File: config.mk
export PLATFORM = sky130hd
export DESIGN_NAME = gpx_port_bank
export DESIGN_NICKNAME = d
export VERILOG_FILES = /design/src/rtl/gpx_pkg.sv /design/src/rtl/gpx_sync.sv /design/src/rtl/gpx_regfile.sv /design/src/rtl/gpx_lane_drv.sv /design/src/rtl/gpx_rd_mux.sv /design/src/rtl/gpx_port_bank.sv
export SDC_FILE = /design/constraint.sdc
export NUM_CORES = 1
export LEC_CHECK = 0
export BUFFER_PORTS_ARGS = -buffer_cell sky130_fd_sc_hd__clkbuf_2
export CAP_MARGIN = 20
export CORE_MARGIN = 8
export CORE_UTILIZATION = 60
export CTS_BUF_LIST = sky130_fd_sc_hd__clkbuf_8
export DETAILED_ROUTE_END_ITERATION = 16
export PLACE_DENSITY = 0.87
export SLEW_MARGIN = 5
export SYNTH_ARGS = -nofsm -noshare
export SYNTH_HDL_FRONTEND = slang
export SYNTH_SLANG_ARGS = --single-unit
File: constraint.sdc
create_clock -name clk -period 4.47 [get_ports clk]
set_clock_uncertainty 0.2 [all_clocks]
set_input_delay 0.894 -clock clk [delete_from_list [all_inputs] [get_ports clk]]
set_output_delay 0.894 -clock clk [all_outputs]
set_load 0.005 [all_outputs]
File: src/rtl/gpx_pkg.sv
`timescale 1ns/1ps
package gpx_pkg;
    localparam int unsigned PORT_W = 8;
    localparam int unsigned IDX_W  = 3;

    typedef logic [PORT_W-1:0] port_t;
    typedef logic [IDX_W-1:0]  idx_t;

    localparam idx_t IDX_IN   = 3'd0;
    localparam idx_t IDX_OUT  = 3'd1;
    localparam idx_t IDX_POL  = 3'd2;
    localparam idx_t IDX_DIR  = 3'd3;
    localparam idx_t IDX_NONE = 3'd4;

    localparam port_t OUT_RST = 8'h00;
    localparam port_t POL_RST = 8'hF0;
    localparam port_t DIR_RST = 8'hFF;
    localparam port_t OD_MASK = 8'h01;

    typedef enum logic {LANE_PUSH_PULL, LANE_OPEN_DRAIN} lane_kind_e;

    typedef struct packed {
        logic  wr;
        logic  rd;
        idx_t  idx;
        port_t data;
    } host_req_t;

    typedef struct packed {
        port_t out_q;
        port_t pol_q;
        port_t dir_q;
        port_t in_q;
        idx_t  rd_sel;
    } bank_state_t;

    function automatic logic idx_writable(idx_t i);
        return (i == IDX_OUT) || (i == IDX_POL) || (i == IDX_DIR);
    endfunction

    function automatic port_t apply_polarity(port_t raw, port_t inv);
        return raw ^ inv;
    endfunction

    function automatic lane_kind_e lane_kind(port_t od_mask, int unsigned lane);
        return od_mask[lane] ? LANE_OPEN_DRAIN : LANE_PUSH_PULL;
    endfunction
endpackage

File: src/rtl/gpx_sync.sv
`timescale 1ns/1ps
module gpx_sync #(
    parameter int unsigned WIDTH  = 8,
    parameter int unsigned STAGES = 2
) (
    input  logic             clk,
    input  logic             rst_n,
    input  logic [WIDTH-1:0] d,
    output logic [WIDTH-1:0] q
);
    logic [STAGES-1:0][WIDTH-1:0] chain;

    always_ff @(posedge clk) begin
        if (!rst_n) begin
            chain <= '0;
        end else begin
            chain[0] <= d;
            for (int s = 1; s < STAGES; s++) begin
                chain[s] <= chain[s-1];
            end
        end
    end

    assign q = chain[STAGES-1];
endmodule

File: src/rtl/gpx_regfile.sv
`timescale 1ns/1ps
module gpx_regfile
    import gpx_pkg::*;
#(
    parameter port_t OUT_DEF = OUT_RST,
    parameter port_t POL_DEF = POL_RST,
    parameter port_t DIR_DEF = DIR_RST
) (
    input  logic        clk,
    input  logic        rst_n,
    input  host_req_t   req,
    input  port_t       sync_pins,
    output bank_state_t st
);
    bank_state_t st_q;

    always_ff @(posedge clk) begin
        if (!rst_n) begin
            st_q.out_q  <= OUT_DEF;
            st_q.pol_q  <= POL_DEF;
            st_q.dir_q  <= DIR_DEF;
            st_q.in_q   <= '0;
            st_q.rd_sel <= IDX_NONE;
        end else begin
            if (req.wr && idx_writable(req.idx)) begin
                case (req.idx)
                    IDX_OUT: st_q.out_q <= req.data;
                    IDX_POL: st_q.pol_q <= req.data;
                    default: st_q.dir_q <= req.data;
                endcase
            end
            if (req.rd) begin
                st_q.rd_sel <= req.idx;
                if (req.idx == IDX_IN) begin
                    st_q.in_q <= sync_pins;
                end
            end
        end
    end

    assign st = st_q;

    assert_defaults_held_R11: assert property (@(posedge clk)
        !rst_n |=> (st.out_q == OUT_DEF && st.pol_q == POL_DEF && st.dir_q == DIR_DEF))
        else $error("reset defaults lost");

    assert_out_write_R2: assert property (@(posedge clk) disable iff (!rst_n)
        (req.wr && req.idx == IDX_OUT) |=> st.out_q == $past(req.data))
        else $error("drive register not written");

    assert_bad_write_ignored_R3: assert property (@(posedge clk) disable iff (!rst_n)
        (req.wr && !idx_writable(req.idx)) |=>
            ($stable(st.out_q) && $stable(st.pol_q) && $stable(st.dir_q)))
        else $error("ignored write changed state");

    assert_input_capture_R4: assert property (@(posedge clk) disable iff (!rst_n)
        (req.rd && req.idx == IDX_IN) |=> st.in_q == $past(sync_pins))
        else $error("input register not captured");
endmodule

File: src/rtl/gpx_lane_drv.sv
`timescale 1ns/1ps
module gpx_lane_drv
    import gpx_pkg::*;
#(
    parameter port_t OD_PINS = OD_MASK
) (
    input  logic  clk,
    input  logic  rst_n,
    input  port_t out_q,
    input  port_t dir_q,
    output port_t pin_out,
    output port_t pin_oe
);
    for (genvar i = 0; i < PORT_W; i++) begin : g_lane
        if (lane_kind(OD_PINS, i) == LANE_OPEN_DRAIN) begin : g_od
            assign pin_oe[i]  = !dir_q[i] && !out_q[i];
            assign pin_out[i] = 1'b0;

            assert_od_sink_only_R9: assert property (@(posedge clk) disable iff (!rst_n)
                pin_oe[i] |-> (!pin_out[i] && !out_q[i] && !dir_q[i]))
                else $error("open-drain lane sourcing");
        end else begin : g_pp
            assign pin_oe[i]  = !dir_q[i];
            assign pin_out[i] = pin_oe[i] & out_q[i];

            assert_pp_drive_R8: assert property (@(posedge clk) disable iff (!rst_n)
                !dir_q[i] |-> (pin_oe[i] && pin_out[i] == out_q[i]))
                else $error("push-pull lane not driving");
        end

        assert_input_lane_quiet_R7: assert property (@(posedge clk) disable iff (!rst_n)
            dir_q[i] |-> (!pin_oe[i] && !pin_out[i]))
            else $error("input lane driven");
    end
endmodule

File: src/rtl/gpx_rd_mux.sv
`timescale 1ns/1ps
module gpx_rd_mux
    import gpx_pkg::*;
(
    input  logic        clk,
    input  logic        rst_n,
    input  logic        rd_en,
    input  idx_t        rd_idx,
    input  bank_state_t st,
    output port_t       rd_data
);
    always_comb begin
        case (st.rd_sel)
            IDX_IN:  rd_data = apply_polarity(st.in_q, st.pol_q);
            IDX_OUT: rd_data = st.out_q;
            IDX_POL: rd_data = st.pol_q;
            IDX_DIR: rd_data = st.dir_q;
            default: rd_data = '0;
        endcase
    end

    assert_bad_read_zero_R10: assert property (@(posedge clk) disable iff (!rst_n)
        (rd_en && rd_idx > IDX_DIR) |=> rd_data == '0)
        else $error("out-of-range read not zero");

    assert_drive_readback_R6: assert property (@(posedge clk) disable iff (!rst_n)
        (rd_en && rd_idx == IDX_OUT) |=> rd_data == st.out_q)
        else $error("drive register readback wrong");
endmodule

File: src/rtl/gpx_port_bank.sv
`timescale 1ns/1ps
module gpx_port_bank
    import gpx_pkg::*;
#(
    parameter port_t       OUT_DEF     = OUT_RST,
    parameter port_t       POL_DEF     = POL_RST,
    parameter port_t       DIR_DEF     = DIR_RST,
    parameter port_t       OD_PINS     = OD_MASK,
    parameter int unsigned SYNC_STAGES = 2
) (
    input  logic              clk,
    input  logic              rst_n,
    input  logic              wr_en,
    input  logic              rd_en,
    input  logic [IDX_W-1:0]  reg_idx,
    input  logic [PORT_W-1:0] wr_data,
    output logic [PORT_W-1:0] rd_data,
    input  logic [PORT_W-1:0] pin_in,
    output logic [PORT_W-1:0] pin_out,
    output logic [PORT_W-1:0] pin_oe
);
    host_req_t   req;
    bank_state_t st;
    port_t       sync_pins;

    assign req = '{wr: wr_en, rd: rd_en, idx: reg_idx, data: wr_data};

    gpx_sync #(.WIDTH(PORT_W), .STAGES(SYNC_STAGES)) u_sync (
        .clk(clk), .rst_n(rst_n), .d(pin_in), .q(sync_pins)
    );

    gpx_regfile #(.OUT_DEF(OUT_DEF), .POL_DEF(POL_DEF), .DIR_DEF(DIR_DEF)) u_regs (
        .clk(clk), .rst_n(rst_n), .req(req), .sync_pins(sync_pins), .st(st)
    );

    gpx_lane_drv #(.OD_PINS(OD_PINS)) u_lanes (
        .clk(clk), .rst_n(rst_n), .out_q(st.out_q), .dir_q(st.dir_q),
        .pin_out(pin_out), .pin_oe(pin_oe)
    );

    gpx_rd_mux u_rd (
        .clk(clk), .rst_n(rst_n), .rd_en(rd_en), .rd_idx(reg_idx),
        .st(st), .rd_data(rd_data)
    );

    assert_reset_no_drive_R1: assert property (@(posedge clk)
        !rst_n |=> pin_oe == '0)
        else $error("pins driven after reset");
endmodule

==> metrics.txt <==
# TYPE chip_impl_metric gauge
chip_impl_metric{name="place_inst",unit=""} 303
chip_impl_metric{name="floorplan.die.width",unit="um"} 75.9
chip_impl_metric{name="grt_pass1_wl",unit="mm"} 7.18
chip_impl_info{name="most-common-layout-cells",value="dfxtp_1 (51), clkbuf_2 (45), nand2_1 (33), nor2b_1 (25), mux2i_1 (23)"} 1
chip_impl_metric{name="place_worst_setup_slack",unit="ns"} 1.94
chip_impl_metric{name="rr_worst_depth",unit=""} 2
chip_impl_metric{name="cts.sink_count",unit=""} 51
chip_impl_metric{name="achievable-frequency",unit="GHz"} 0.344
chip_impl_info{name="cts_tree",value="built"} 1
chip_impl_metric{name="ff2ff_setup_slack",unit="ns"} 3.11
chip_impl_metric{name="combPwrFrac",unit="%"} 7.5
chip_impl_info{name="setup_repair_after_global_routing_missed_its_margin",value="false"} 1
chip_impl_info{name="synth_top_family_by_area",value="simple AND/OR/NAND/NOR gates"} 1
chip_impl_info{name="outcome",value="complete, no violations"} 1
chip_impl_info{name="end_kind",value="output pin"} 1
chip_impl_metric{name="setup_viol",unit=""} 0
chip_impl_metric{name="power.sequential.fraction",unit="%"} 55.1
chip_impl_info{name="worst_hold_end",value="u_regs.st[10]"} 1
chip_impl_metric{name="grt_max_degree",unit=""} 56
chip_impl_metric{name="tightestPinTransition",unit="ns"} 0.859
chip_impl_metric{name="vias_per_cell",unit=""} 5.10
chip_impl_metric{name="worst_ep_required_time",unit="ns"} 3.38
chip_impl_info{name="regToRegStartpoint",value="u_regs.st[1]"} 1
chip_impl_metric{name="cts_hold_buffers",unit=""} 0
chip_impl_metric{name="route.antenna.remaining_nets",unit=""} 0
chip_impl_info{name="critical_path_startpoint_category",value="register"} 1
chip_impl_metric{name="sw_frac_of_total",unit="%"} 21.7
chip_impl_metric{name="finalHoldViolCount",unit=""} 0
chip_impl_info{name="hold_path_class",value="reg2reg"} 1
chip_impl_metric{name="p_per_area",unit="mW/mm^2"} 353
chip_impl_metric{name="ir_worst_vdd",unit="uV"} 279
chip_impl_metric{name="die_area",unit="mm^2"} 0.00576
chip_impl_metric{name="synth.cell_area",unit="mm^2"} 0.00215
chip_impl_metric{name="final_layout_size_suffix_gt1_share",unit="%"} 20.8
chip_impl_metric{name="synth-compound-area-share",unit="%"} 11.2
chip_impl_metric{name="post_synthesis_share_of_cell_area_spent_on_and_or_nand_and_nor_gates",unit="%"} 21.9
chip_impl_metric{name="diodes",unit=""} 0
chip_impl_metric{name="drc",unit=""} 0
chip_impl_metric{name="yosys.area_share.adder",unit="%"} 0
chip_impl_metric{name="wirelength",unit="mm"} 4.28
chip_impl_metric{name="wire_per_inst",unit="um"} 13.8
chip_impl_metric{name="num_rows",unit=""} 21
chip_impl_metric{name="drt_pass1_iterations",unit=""} 4
chip_impl_metric{name="synth_nets",unit=""} 251
chip_impl_metric{name="port_buffers",unit=""} 45
chip_impl_metric{name="layout_setup_ws",unit="ns"} 1.56
chip_impl_metric{name="clock_latency",unit="ns"} 0.30
chip_impl_metric{name="muxShareOfSynthArea",unit="%"} 10.7
chip_impl_metric{name="maxSlewHeadroom",unit="%"} 42.7
chip_impl_metric{name="crit_path_max_fanout",unit=""} 17
chip_impl_metric{name="core_area",unit="mm^2"} 0.00339
chip_impl_metric{name="synthesis.instances",unit=""} 228
chip_impl_metric{name="start_util",unit="%"} 63.5
chip_impl_info{name="layout.cells.most_common",value="dfxtp_1"} 1
chip_impl_metric{name="pin_count",unit=""} 47
chip_impl_metric{name="cellLeakagePower",unit="nW"} 1.08
chip_impl_metric{name="cts_made_buffers",unit=""} 5
chip_impl_metric{name="global_route.usage.total",unit="%"} 16.6
chip_impl_metric{name="yosys_warnings",unit=""} 0
chip_impl_info{name="timing.hold.worst.start",value="u_sync.q[7]"} 1
chip_impl_metric{name="area_growth_from_synthesis_to_layout",unit="%"} 14.9
chip_impl_metric{name="post_dp_hpwl",unit="mm"} 2.99
chip_impl_metric{name="finish.net_count",unit=""} 287
chip_impl_metric{name="iteration_0_drc_markers",unit=""} 72
chip_impl_metric{name="post-route-min-period",unit="ns"} 2.91
chip_impl_info{name="critical_path.reg2reg.endpoint",value="u_regs.st[1]"} 1
chip_impl_metric{name="ctsResizeCount",unit=""} 0
chip_impl_metric{name="post_layout_nonfiller_instances",unit=""} 311
chip_impl_metric{name="cap_violations",unit=""} 0
chip_impl_metric{name="detailroute.via_count",unit=""} 1586
chip_impl_metric{name="grt_pass1_vias",unit=""} 1560
chip_impl_metric{name="synth_area_per_cell",unit="um^2"} 9.43
chip_impl_metric{name="cellInternalPower",unit="W"} 0.000683
chip_impl_metric{name="switching_power",unit="W"} 0.000190
chip_impl_metric{name="number_of_antenna_violations_at_the_first_check_in_global_routing",unit=""} 0
chip_impl_metric{name="synth_xor_area_share",unit="%"} 3.26
chip_impl_metric{name="path_clk_slew",unit="ns"} 0.09
chip_impl_metric{name="arrival",unit="ns"} 1.81
chip_impl_metric{name="netlist-cell-type-count",unit=""} 25
chip_impl_metric{name="setup_total_negative_slack",unit="ns"} 0
chip_impl_metric{name="min_path_cells",unit=""} 2
chip_impl_info{name="clockRootBuffer",value="clkbuf_8"} 1
chip_impl_metric{name="postCtsSetupBuffers",unit=""} 0
chip_impl_metric{name="fin_crit_sh",unit="%"} 65.0
chip_impl_metric{name="clockBufferDepth",unit=""} 2
chip_impl_metric{name="yosysSeqAreaShare",unit="%"} 47.5
chip_impl_metric{name="ctsHtreeMaxLevel",unit=""} 2
chip_impl_info{name="worst-setup-path-type",value="reg2out"} 1
chip_impl_metric{name="globalplace.congestion",unit=""} 0.837
chip_impl_metric{name="power_frac_clock",unit="%"} 37.4
chip_impl_metric{name="total_overflow_reported_by_the_global_router",unit=""} 0
chip_impl_metric{name="postSynthRegisterBits",unit=""} 51
chip_impl_metric{name="die_height",unit="um"} 75.9
chip_impl_metric{name="timing_max_transition_violations_final",unit=""} 0
-- Yosys cell counts --
cell       count  area (um^2)
o211ai_1       8         60.1
nand3_1        4         20.0
nand4bb_1      1         11.3
and4bb_2       1         12.5
inv_1          9         33.8
or4b_1         1         10.0
a21oi_1        8         40.0
mux2i_1       23          230
nor2_1         1         3.75
conb_1         1         3.75
nand2_1       33          124
nor4b_4        1         23.8
buf_2          2         10.0
clkbuf_1       6         22.5
buf_1          2         7.51
a21o_1         8         60.1
dfxtp_1       51         1020
a21boi_1       8         60.1
and4b_1        1         10.0
and2_1        16          100
nor2b_1       25          156
clkbuf_2       2         10.0
buf_4          4         30.0
o21ai_0        4         20.0
xnor2_1        8         70.1
-- layer usage --
layer / up-vias / global-route usage [%] / part of all wire (%) / wire length, um
met2: 44 / 26.4 / 46 / 1970
met3: 7 / 4.74 / 6.4 / 275
met1: 719 / 20.7 / 46 / 1980
met5: - / 0 / 0 / 0
li1: 816 / - / - / -
met4: 0 / 5.76 / 1.4 / 61
-- worst max-delay path by stage --
stage          cells past startpoint  slack [ns]    endpoint    startpoint
6_report                           4        1.56  rd_data[2]  u_regs.st[1]
5_1_grt                            4        1.44  rd_data[2]  u_regs.st[1]
4_1_cts                            4        1.55  rd_data[2]  u_regs.st[1]
3_5_place_dp                       4        1.94  rd_data[0]  u_regs.st[1]
3_3_place_gp                       4        1.97  rd_data[2]  u_regs.st[1]
2_1_floorplan                      5        2.36  rd_data[0]  u_regs.st[1]
-- power groups by stage --
stage | combinational [W] | clock [W] | sequential (W)
after floorplan | 0.0000485 | 0 | 0.000483
after global placement | 0.0000645 | 0 | 0.000491
after detailed placement | 0.0000660 | 0 | 0.000492
after CTS | 0.0000667 | 0.000331 | 0.000481
after global routing | 0.0000741 | 0.000349 | 0.000483
final | 0.0000656 | 0.000326 | 0.000481
-- per-stage QoR --
stage	power (W)	instance area, um^2	utilization, %	hold slack [ns]
after CTS	0.000878	2470	72.9	0.238
after floorplan	0.000532	2150	-	0.212
final	0.000873	2470	72.9	0.232
after global routing	0.000906	2470	72.9	0.252
after global placement	0.000555	2350	69.4	0.214
after detailed placement	0.000557	2350	69.4	0.218
-- worst max-delay path, cell delays in order (launching register included) --
cell      delay, ns
dfxtp_1        0.82
mux2i_1        0.16
a21o_1         0.21
a21oi_1        0.17
clkbuf_2       0.15
-- flip-flops by register name, summed over array words and instances (netlist names) --
signal and cells:
u_regs.st 35, u_sync.chain 8, u_sync.q 8
-- layout make-up --
cell class	count	area (um^2)
Clock inverter	2	35.0
Timing Repair Buffer	45	225
Tap cell	46	57.6
Inverter	9	33.8
Fill cell	267	918
Sequential cell	51	1020
Multi-Input combinational cell	152	1020
Clock buffer	6	82.6
-- kinds of logic after synthesis --
group / Yosys count
AOI/OAI and AO/OA: 36
and+or+nand+nor: 84
muxes: 23
DFF: 51
xor gates and xnor gates: 8
buffers and inverters: 25
other: 1
Power figures use the tool's default switching activity.
